===== src/rtl/dma_irq_pkg.sv =====
package dma_irq_pkg;
  localparam int DATA_W   = 32;
  localparam int GRP_W    = 4;
  localparam int SUM_BIT  = 0;
  localparam int DONE_BIT = 1;
  localparam int HALF_BIT = 2;
  localparam int ERR_BIT  = 3;
  localparam logic [1:0] STAT_ADDR = 2'd0;
  localparam logic [1:0] CLR_ADDR  = 2'd1;

  // event vector order inside a channel cell
  typedef struct packed {
    logic err;
    logic half;
    logic done;
  } evt_t;
endpackage


===== src/rtl/dma_irq_chan.sv =====
module dma_irq_chan
  import dma_irq_pkg::*;
(
  input  logic       clk_i,
  input  logic       rst_ni,
  input  evt_t       evt_i,
  input  logic [GRP_W-1:0] clr_i,
  input  evt_t       ie_i,
  output logic [GRP_W-1:0] flags_o,
  output logic       irq_o
);
  evt_t f_q, f_d, clr_m;

  always_comb begin
    clr_m.err  = clr_i[SUM_BIT] | clr_i[ERR_BIT];
    clr_m.half = clr_i[SUM_BIT] | clr_i[HALF_BIT];
    clr_m.done = clr_i[SUM_BIT] | clr_i[DONE_BIT];
    // set beats clear
    f_d = (f_q & ~clr_m) | evt_i;
  end

  always_ff @(posedge clk_i or negedge rst_ni) begin
    if (!rst_ni) f_q <= '0;
    else         f_q <= f_d;
  end

  always_comb begin
    flags_o           = '0;
    flags_o[ERR_BIT]  = f_q.err;
    flags_o[HALF_BIT] = f_q.half;
    flags_o[DONE_BIT] = f_q.done;
    flags_o[SUM_BIT]  = |f_q;
  end

  assign irq_o = |(f_q & ie_i);


  set_wins_chk: assert property (@(posedge clk_i) disable iff (!rst_ni)
    (|evt_i) |=> ((f_q & $past(evt_i)) == $past(evt_i)));

  sum_clear_chk: assert property (@(posedge clk_i) disable iff (!rst_ni)
    (clr_i[SUM_BIT] && evt_i == '0) |=> (flags_o == '0));

  sticky_chk: assert property (@(posedge clk_i) disable iff (!rst_ni)
    (evt_i == '0 && clr_i == '0) |=> $stable(flags_o));
endmodule


===== src/rtl/dma_irq_pick.sv =====
module dma_irq_pick
  import dma_irq_pkg::*;
#(
  parameter int NUM_CH = 7,
  parameter int SEL_W  = 3
) (
  input  logic [GRP_W*NUM_CH-1:0] word_i,
  input  logic [SEL_W-1:0]        sel_i,
  output logic [GRP_W-1:0]        flags_o
);
  always_comb begin
    flags_o = '0;
    for (int k = 0; k < NUM_CH; k++)
      if (sel_i == SEL_W'(k + 1)) flags_o = word_i[GRP_W*k +: GRP_W];
  end
endmodule


===== src/rtl/dma_irq_flags.sv =====
module dma_irq_flags
  import dma_irq_pkg::*;
#(
  parameter int NUM_CH = 7,
  parameter int ADDR_W = 2,
  parameter int SEL_W  = $clog2(NUM_CH + 1)
) (
  input  logic              clk_i,
  input  logic              rst_ni,
  input  logic              bus_wr_i,
  input  logic [ADDR_W-1:0] bus_addr_i,
  input  logic [DATA_W-1:0] bus_wdata_i,
  output logic [DATA_W-1:0] bus_rdata_o,
  input  logic [NUM_CH-1:0] err_evt_i,
  input  logic [NUM_CH-1:0] half_evt_i,
  input  logic [NUM_CH-1:0] done_evt_i,
  input  logic [NUM_CH-1:0] err_ie_i,
  input  logic [NUM_CH-1:0] half_ie_i,
  input  logic [NUM_CH-1:0] done_ie_i,
  output logic [NUM_CH-1:0] irq_o,
  input  logic [SEL_W-1:0]  pick_ch_i,
  output logic [GRP_W-1:0]  pick_flags_o
);
  localparam int STAT_W = GRP_W * NUM_CH;

  logic [STAT_W-1:0] status_w;
  logic [DATA_W-1:0] clr_w;


  assign clr_w = (bus_wr_i && bus_addr_i == ADDR_W'(CLR_ADDR)) ? bus_wdata_i : '0;

  for (genvar k = 0; k < NUM_CH; k++) begin : g_ch
    evt_t evt, ie;
    assign evt = '{err: err_evt_i[k], half: half_evt_i[k], done: done_evt_i[k]};
    assign ie  = '{err: err_ie_i[k],  half: half_ie_i[k],  done: done_ie_i[k]};
    dma_irq_chan u_chan (
      .clk_i   (clk_i),
      .rst_ni  (rst_ni),
      .evt_i   (evt),
      .clr_i   (clr_w[GRP_W*k +: GRP_W]),
      .ie_i    (ie),
      .flags_o (status_w[GRP_W*k +: GRP_W]),
      .irq_o   (irq_o[k])
    );
  end

  always_comb begin
    bus_rdata_o = '0;
    if (bus_addr_i == ADDR_W'(STAT_ADDR)) bus_rdata_o[STAT_W-1:0] = status_w;
  end

  dma_irq_pick #(.NUM_CH(NUM_CH), .SEL_W(SEL_W)) u_pick (
    .word_i  (status_w),
    .sel_i   (pick_ch_i),
    .flags_o (pick_flags_o)
  );


  pick_match_chk: assert property (@(posedge clk_i) disable iff (!rst_ni)
    (bus_addr_i == ADDR_W'(STAT_ADDR) && pick_ch_i == SEL_W'(1))
      |-> (pick_flags_o == bus_rdata_o[GRP_W-1:0]));

  irq_needs_flag_chk: assert property (@(posedge clk_i) disable iff (!rst_ni)
    (bus_addr_i == ADDR_W'(STAT_ADDR) && irq_o[0]) |-> bus_rdata_o[SUM_BIT]);

  reset_clear_chk: assert property (@(posedge clk_i)
    $rose(rst_ni) |-> (irq_o == '0));
endmodule


===== config.mk =====
export PLATFORM = sky130hd
export DESIGN_NAME = dma_irq_flags
export DESIGN_NICKNAME = d
export VERILOG_FILES = /design/src/rtl/dma_irq_pkg.sv /design/src/rtl/dma_irq_chan.sv /design/src/rtl/dma_irq_pick.sv /design/src/rtl/dma_irq_flags.sv
export SDC_FILE = /design/constraint.sdc
export NUM_CORES = 1
export LEC_CHECK = 0
export ABC_AREA = 0
export CORE_MARGIN = 2
export CORE_UTILIZATION = 35
export DETAILED_ROUTE_END_ITERATION = 16
export PLACE_DENSITY = 0.92
export SYNTH_ARGS = -nofsm -noshare
export SYNTH_HDL_FRONTEND = slang
export SYNTH_SLANG_ARGS = --single-unit
export TNS_END_PERCENT = 50

===== constraint.sdc =====
create_clock -name clk_i -period 4.22 [get_ports clk_i]
set_clock_uncertainty 0.2 [all_clocks]
set_input_delay 1.055 -clock clk_i [delete_from_list [all_inputs] [get_ports clk_i]]
set_output_delay 1.055 -clock clk_i [all_outputs]
set_load 0.02 [all_outputs]

==> results.cfg, run 1 <==
[run_status]
outcome = finished, final reports clean

[finish]
fin_cells = 323
largest_register_ff_count = 21
multi_input_area_um2 = 831
fillCellCount = 355
diodes = 0
area_growth_pct = 78.4
stdcell_area_mm2 = 0.00268
final_util_pct = 66.1
nets = 356
drive_above_1_share_pct = 5.86
seqCellArea_um2 = 526

[setup_path]
cp.required_ns = 2.96
path_depth = 6
worstSetupPathType = in2out
cp_top_family = buffers and inverters
crit_end = pick_flags_o[1]
rr_endpoint = g_ch[5].u_chan.flags_o[2]
crit_fanout = 11
max_stage_delay_ns = 0.53
crit_path_start = pick_ch_i[0]
critPathCaptureType = output port
startpoint_type = input pin
slowest_stage = clkdlybuf4s50_1
r2r_start = g_ch[5].u_chan.flags_o[2]
cp.arrival_ns = 2.75
crit_chain = clkdlybuf4s50_1, buf_4, mux2_2, o21ai_0, a21oi_2, dlygate4sd2_1
cp.buffers_inverters = 3
rrSetupSlack_ns = 3.26
rr_worst_depth = 1

[global_routing]
grt-ovfl-total = 0
grt_pass1_vias = 1759
grt_pass1_wl_um = 8100
grt_usage_pct = 20.5
antenna_found_initial = 0
grt_max_degree = 23

[yosys]
synthAdderAreaFrac_pct = 0
synth_xor_area_share_pct = 0
syn_area_per_cell_um2 = 9.05
synth_cells = 166
yosys.area.top_type = dfrtp_1
netlist.area_leader.share_pct = 35.0
ys.warnings.count = 0
ys_seq_area_share_pct = 35.0
synth.area.top_cells = dfrtp_1 35%, a21o_1 10%, and2_1 8.7%
synthSimpleGateAreaFrac_pct = 17.0
ys_seq_elements = 21
synth_top_family_by_area = compound AO/OA/AOI/OAI gates
ys_types = 31
synth-compound-area-share_pct = 28.7
synthMuxAreaShare_pct = 8.58
syn_area_mm2 = 0.00150

[flow_run]
drv_cap = 0

[worst_hold_path]
hp-class = reg2reg

[clocking]
cts_tree = yes
cts_hold_buf = 0
htreeDepth = 1
clk_pin_slew_ns = 0.08
cts_sinks = 21
clock_path_buffers = 2
cts-root-buf = clkbuf_8
clk_latency_ns = 0.26
numCtsBuffers = 3

[timing]
tns_ns = 0
min_period_over_period_pct = 95.0
final-hold-violation-count = 0
max_freq_mhz = 250
rsz0062_at_grt = false
tightest_slew_ns = 0.944
finalSetupViolations = 0
fin_crit_ns = 4.01
slew_headroom_pct = 36.8
slew_viol_final = 0

[power_and_ir_drop]
ir_drop_uv = 154
pwr_density_cell_mw_per_mm2 = 212
power.leakage_nw = 0.999

[place]
place_inst = 319
place_area_mm2 = 0.00264
io_buffer_count = 116
dp.final_hpwl_um = 3940
place_congestion = 0.754

[detailed_routing]
drtIter0Drc = 56
dr_total_vias = 1691
drtPass1Iterations = 7
drtAntennaViolNets = 0
detail_route.wl_per_cell_um = 15.7
vias_per_cell = 5.24
drt-total-wl_um = 5060
drc = 0

[floorplanning]
io_pins = 125
die_h_um = 69.5
coreArea_mm2 = 0.00406
die_area_mm2 = 0.00483
die_w_um = 69.5
rows = 23
initial_core_util_pct = 37.0
==> synthesized netlist by cell type, drive strengths merged <==
cell / number
a211o: 3
a21o: 21
a21oi: 4
a221oi: 1
a222oi: 7
a22oi: 1
and2: 22
and2b: 1
and3b: 1
buf: 14
clkbuf: 5
conb: 1
dfrtp: 21
inv: 9
mux2: 5
mux2i: 2
mux4: 2
nand2: 1
nor2: 9
nor3: 6
nor4: 1
o21ai: 23
o221ai: 2
or2: 1
or2b: 1
or3: 2
==> how the worst min path moves through the flow <==
stage,from,to,cells after the start
after floorplan,g_ch[1].u_chan.flags_o[1],g_ch[1].u_chan.flags_o[1],1
after global placement,g_ch[6].u_chan.flags_o[3],g_ch[6].u_chan.flags_o[3],1
after detailed placement,g_ch[1].u_chan.flags_o[1],g_ch[1].u_chan.flags_o[1],1
after CTS,g_ch[5].u_chan.flags_o[3],g_ch[5].u_chan.flags_o[3],1
after global routing,g_ch[5].u_chan.flags_o[3],g_ch[5].u_chan.flags_o[3],1
final,g_ch[6].u_chan.flags_o[2],g_ch[6].u_chan.flags_o[2],1
==> metrics by stage <==
stage | total power [mW] | setup WS, ns | hold slack [ns]
2_1_floorplan | 0.315 | 1.01 | 0.299
5_1_grt | 0.599 | 0.133 | 0.401
4_1_cts | 0.574 | 0.0329 | 0.378
3_5_place_dp | 0.442 | -0.0312 | 0.357
6_report | 0.569 | 0.212 | 0.379
3_3_place_gp | 0.438 | 0.00735 | 0.340
==> routing by layer <==
layer	vias up	share of wire [%]	GRT usage (%)
met5	-	0	0
met4	0	0.91	6.97
met3	4	7.0	3.49
met2	68	53	38.9
met1	808	39	23.0
li1	811	-	-
==> cell families after synthesis <==
logic type | count (synthesis)
compound gates | 62
simple gates | 45
buf+inv | 28
flops | 21
mux | 9
other cells | 1
==> where the power goes <==
group,switching (mW),internal [mW],total (mW)
Combinational,0.0841,0.127,0.211
Sequential,0.0143,0.210,0.225
Clock,0.0658,0.0673,0.133
==> cells in the final DEF, fill, tap and decap left out <==
cell type,n
a211o_1,3
a21o_1,20
a21o_2,1
a21oi_1,2
a21oi_2,2
a221oi_1,1
a222oi_1,7
a22oi_1,1
and2_1,21
and2_2,1
and2b_1,1
and3b_1,1
buf_4,3
clkbuf_1,1
clkbuf_8,3
clkdlybuf4s50_1,112
conb_1,4
dfrtp_1,21
dlygate4sd2_1,3
dlymetal6s2s_1,1
inv_1,9
mux2_2,5
mux2i_1,2
mux4_1,2
nand2_1,1
nor2_1,9
nor3_1,6
nor4_1,1
o21ai_0,23
o221ai_1,2
or2_2,1
or2b_1,1
or3_1,2
==> layout make-up <==
type                            instances  area share [%]
Sequential cell                        21            19.6
Multi-Input combinational cell        120            31.0
Timing Repair Buffer                  119            44.1
Clock buffer                            4            1.68
Tap cell                               50            2.33
Inverter                                9            1.26
==> timing repair <==
| item | 4_1_cts | 5_1_grt |
|---|---|---|
| setup buffers | 0 | 0 |
| gates resized for setup | 3 | 1 |
| endpoints found under the setup margin | 3 | 1 |
No activity file was read; power rests on OpenSTA's default activity.
==> run 2, diff against run 1 <==
Settings changed: CAP_MARGIN set to 10.
==> results of run 2 <==
No change in the layout: final DEF, timing and power equal those of run 1.
==> run 3, diff against run 2 <==
Settings changed: REMOVE_ABC_BUFFERS set to 1.
==> run 3 against run 2 <==
Effect of this change: sequential power is essentially flat; die area is the same; clock power is essentially flat; final area is 0.42% higher; cell count is 0.31% higher; count of clock-buffer cells in the layout is the same; register-to-register slack better by 0.02 ns; largest cell class unchanged; global-route usage is 0.97 points lower; critical path type unchanged; via count decreased by 4.3%.
==> results.cfg, run 3 (same netlist as run 1, synthesis figures left out) <==
[run_status]
outcome = finished, final reports clean

[timing]
max_freq_mhz = 248
fin_crit_ns = 4.03
rsz0062_at_grt = false
slew_headroom_pct = 35.6
final-hold-violation-count = 0
tightest_slew_ns = 0.963
min_period_over_period_pct = 95.4
finalSetupViolations = 0
whs_ns = 0.363
slew_viol_final = 0
tns_ns = 0

[detailed_routing]
drt-total-wl_um = 4710
drtIter0Drc = 111
drtAntennaViolNets = 0
drc = 0
vias_per_cell = 5.00
dr_total_vias = 1619
drtPass1Iterations = 4
detail_route.wl_per_cell_um = 14.5

[global_routing]
grt_max_degree = 23
antenna_found_initial = 0
grtUsageMet3_pct = 4.80
grt.met2_usage_pct = 34.3
met1_usage_pct = 24.1
grt-busiest-layer = met2
grt_pass1_wl_um = 7780
grt_pass1_vias = 1664
grt-ovfl-total = 0
grt_usage_pct = 19.6

[setup_path]
rr_worst_depth = 1
r2r_start = g_ch[5].u_chan.flags_o[2]
cp.required_ns = 2.96
crit_fanout = 6
worstSetupPathType = in2out
critPathCaptureType = output port
rrSetupSlack_ns = 3.28
startpoint_type = input pin
rr_endpoint = g_ch[5].u_chan.flags_o[2]
cp.arrival_ns = 2.77
crit_path_start = pick_ch_i[0]

[finish]
largest_register_ff_count = 21
final_common_cell = clkdlybuf4s50_1
area_growth_pct = 79.1
drive_above_1_share_pct = 6.20
diodes = 0
mostFrequentLayoutCells = 112 x clkdlybuf4s50_1, 23 x o21ai_0, 21 x and2_1, 21 x dfrtp_1, 20 x a21o_1
nets = 357
fin_cells = 324

[worst_hold_path]
worstHoldEndpoint = g_ch[1].u_chan.flags_o[3]
hold_start = g_ch[1].u_chan.flags_o[3]
hp-class = reg2reg
worstHoldPathCells = 1

[floorplanning]
coreArea_mm2 = 0.00406
io_pins = 125
die_w_um = 69.5
rows = 23
die_area_mm2 = 0.00483
die_h_um = 69.5
initial_core_util_pct = 37.0

[clocking]
numCtsBuffers = 3
clk_pin_slew_ns = 0.07
cts_hold_buf = 0
htreeDepth = 1
clk_latency_ns = 0.26
cts_tree = yes
cts_sinks = 21
clock_path_buffers = 2
cts-root-buf = clkbuf_8

[flow_run]
drv_cap = 0

[place]
io_buffer_count = 116
place_inst = 320
dp.final_hpwl_um = 3810
place_congestion = 0.840

[power_and_ir_drop]
power.leakage_nw = 1.01
pwr_density_cell_mw_per_mm2 = 210
ir_drop_uv = 138
==> run 3: cell count changes in the layout (fill, tap and decap cells not counted) <==
cell            previous run  this run
buf_4                      3         4
dlygate4sd2_1              3         2
dlymetal6s2s_1             1         2
==> run 3: layer usage <==
layer | wire (um) | share of wire [%] | vias to the layer above
met4 | 53 | 1.1 | 0
met3 | 381 | 8.1 | 6
met1 | 1890 | 40 | 726
li1 | - | - | 812
met5 | 0 | 0 | -
met2 | 2390 | 51 | 75
==> run 3: stage by stage <==
stage                     util, %  worst slack, ns  total power, mW  instance area (um^2)
after global placement       65.2          -0.0176            0.438                  2640
after CTS                    66.2           0.0237            0.576                  2690
after floorplan                 -             1.01            0.300                  1390
final                        66.3            0.195            0.566                  2690
after detailed placement     65.2          -0.0139            0.442                  2640
after global routing         66.3            0.118            0.596                  2690
==> run 3: power breakdown <==
group | leakage (nW) | switching [mW] | internal, mW
logic | 0.794 | 0.0828 | 0.128
clock network | 0.0228 | 0.0638 | 0.0673
registers | 0.195 | 0.0137 | 0.210
total | 1.01 | 0.160 | 0.406
==> run 3: timing repair <==
item | 4_1_cts | 5_1_grt
setup endpoints to repair | 2 | 2
buffers inserted | 0 | 0
resized for setup | 2 | 2
==> run 3: worst max-delay path by stage <==
stage	end	slack, ns	cells past startpoint
after global routing	pick_flags_o[3]	0.12	6
after detailed placement	pick_flags_o[3]	-0.01	6
after floorplan	pick_flags_o[0]	1.01	2
after global placement	pick_flags_o[3]	-0.02	6
final	pick_flags_o[3]	0.19	6
after CTS	pick_flags_o[2]	0.02	6
==> run 3: final cells by class <==
class | count | area [um^2]
inverter | 9 | 33.8
sequential | 21 | 526
fill | 344 | 1370
tap | 50 | 62.6
multi-input combinational | 120 | 831
timing repair buffer | 120 | 1190
clock buffer | 4 | 45.0
==> run 3: worst max-delay path: stages <==
cell and delay [ns]:
clkdlybuf4s50_1 0.54, buf_4 0.17, mux4_1 0.54, inv_1 0.07
a21oi_1 0.06, dlygate4sd2_1 0.34
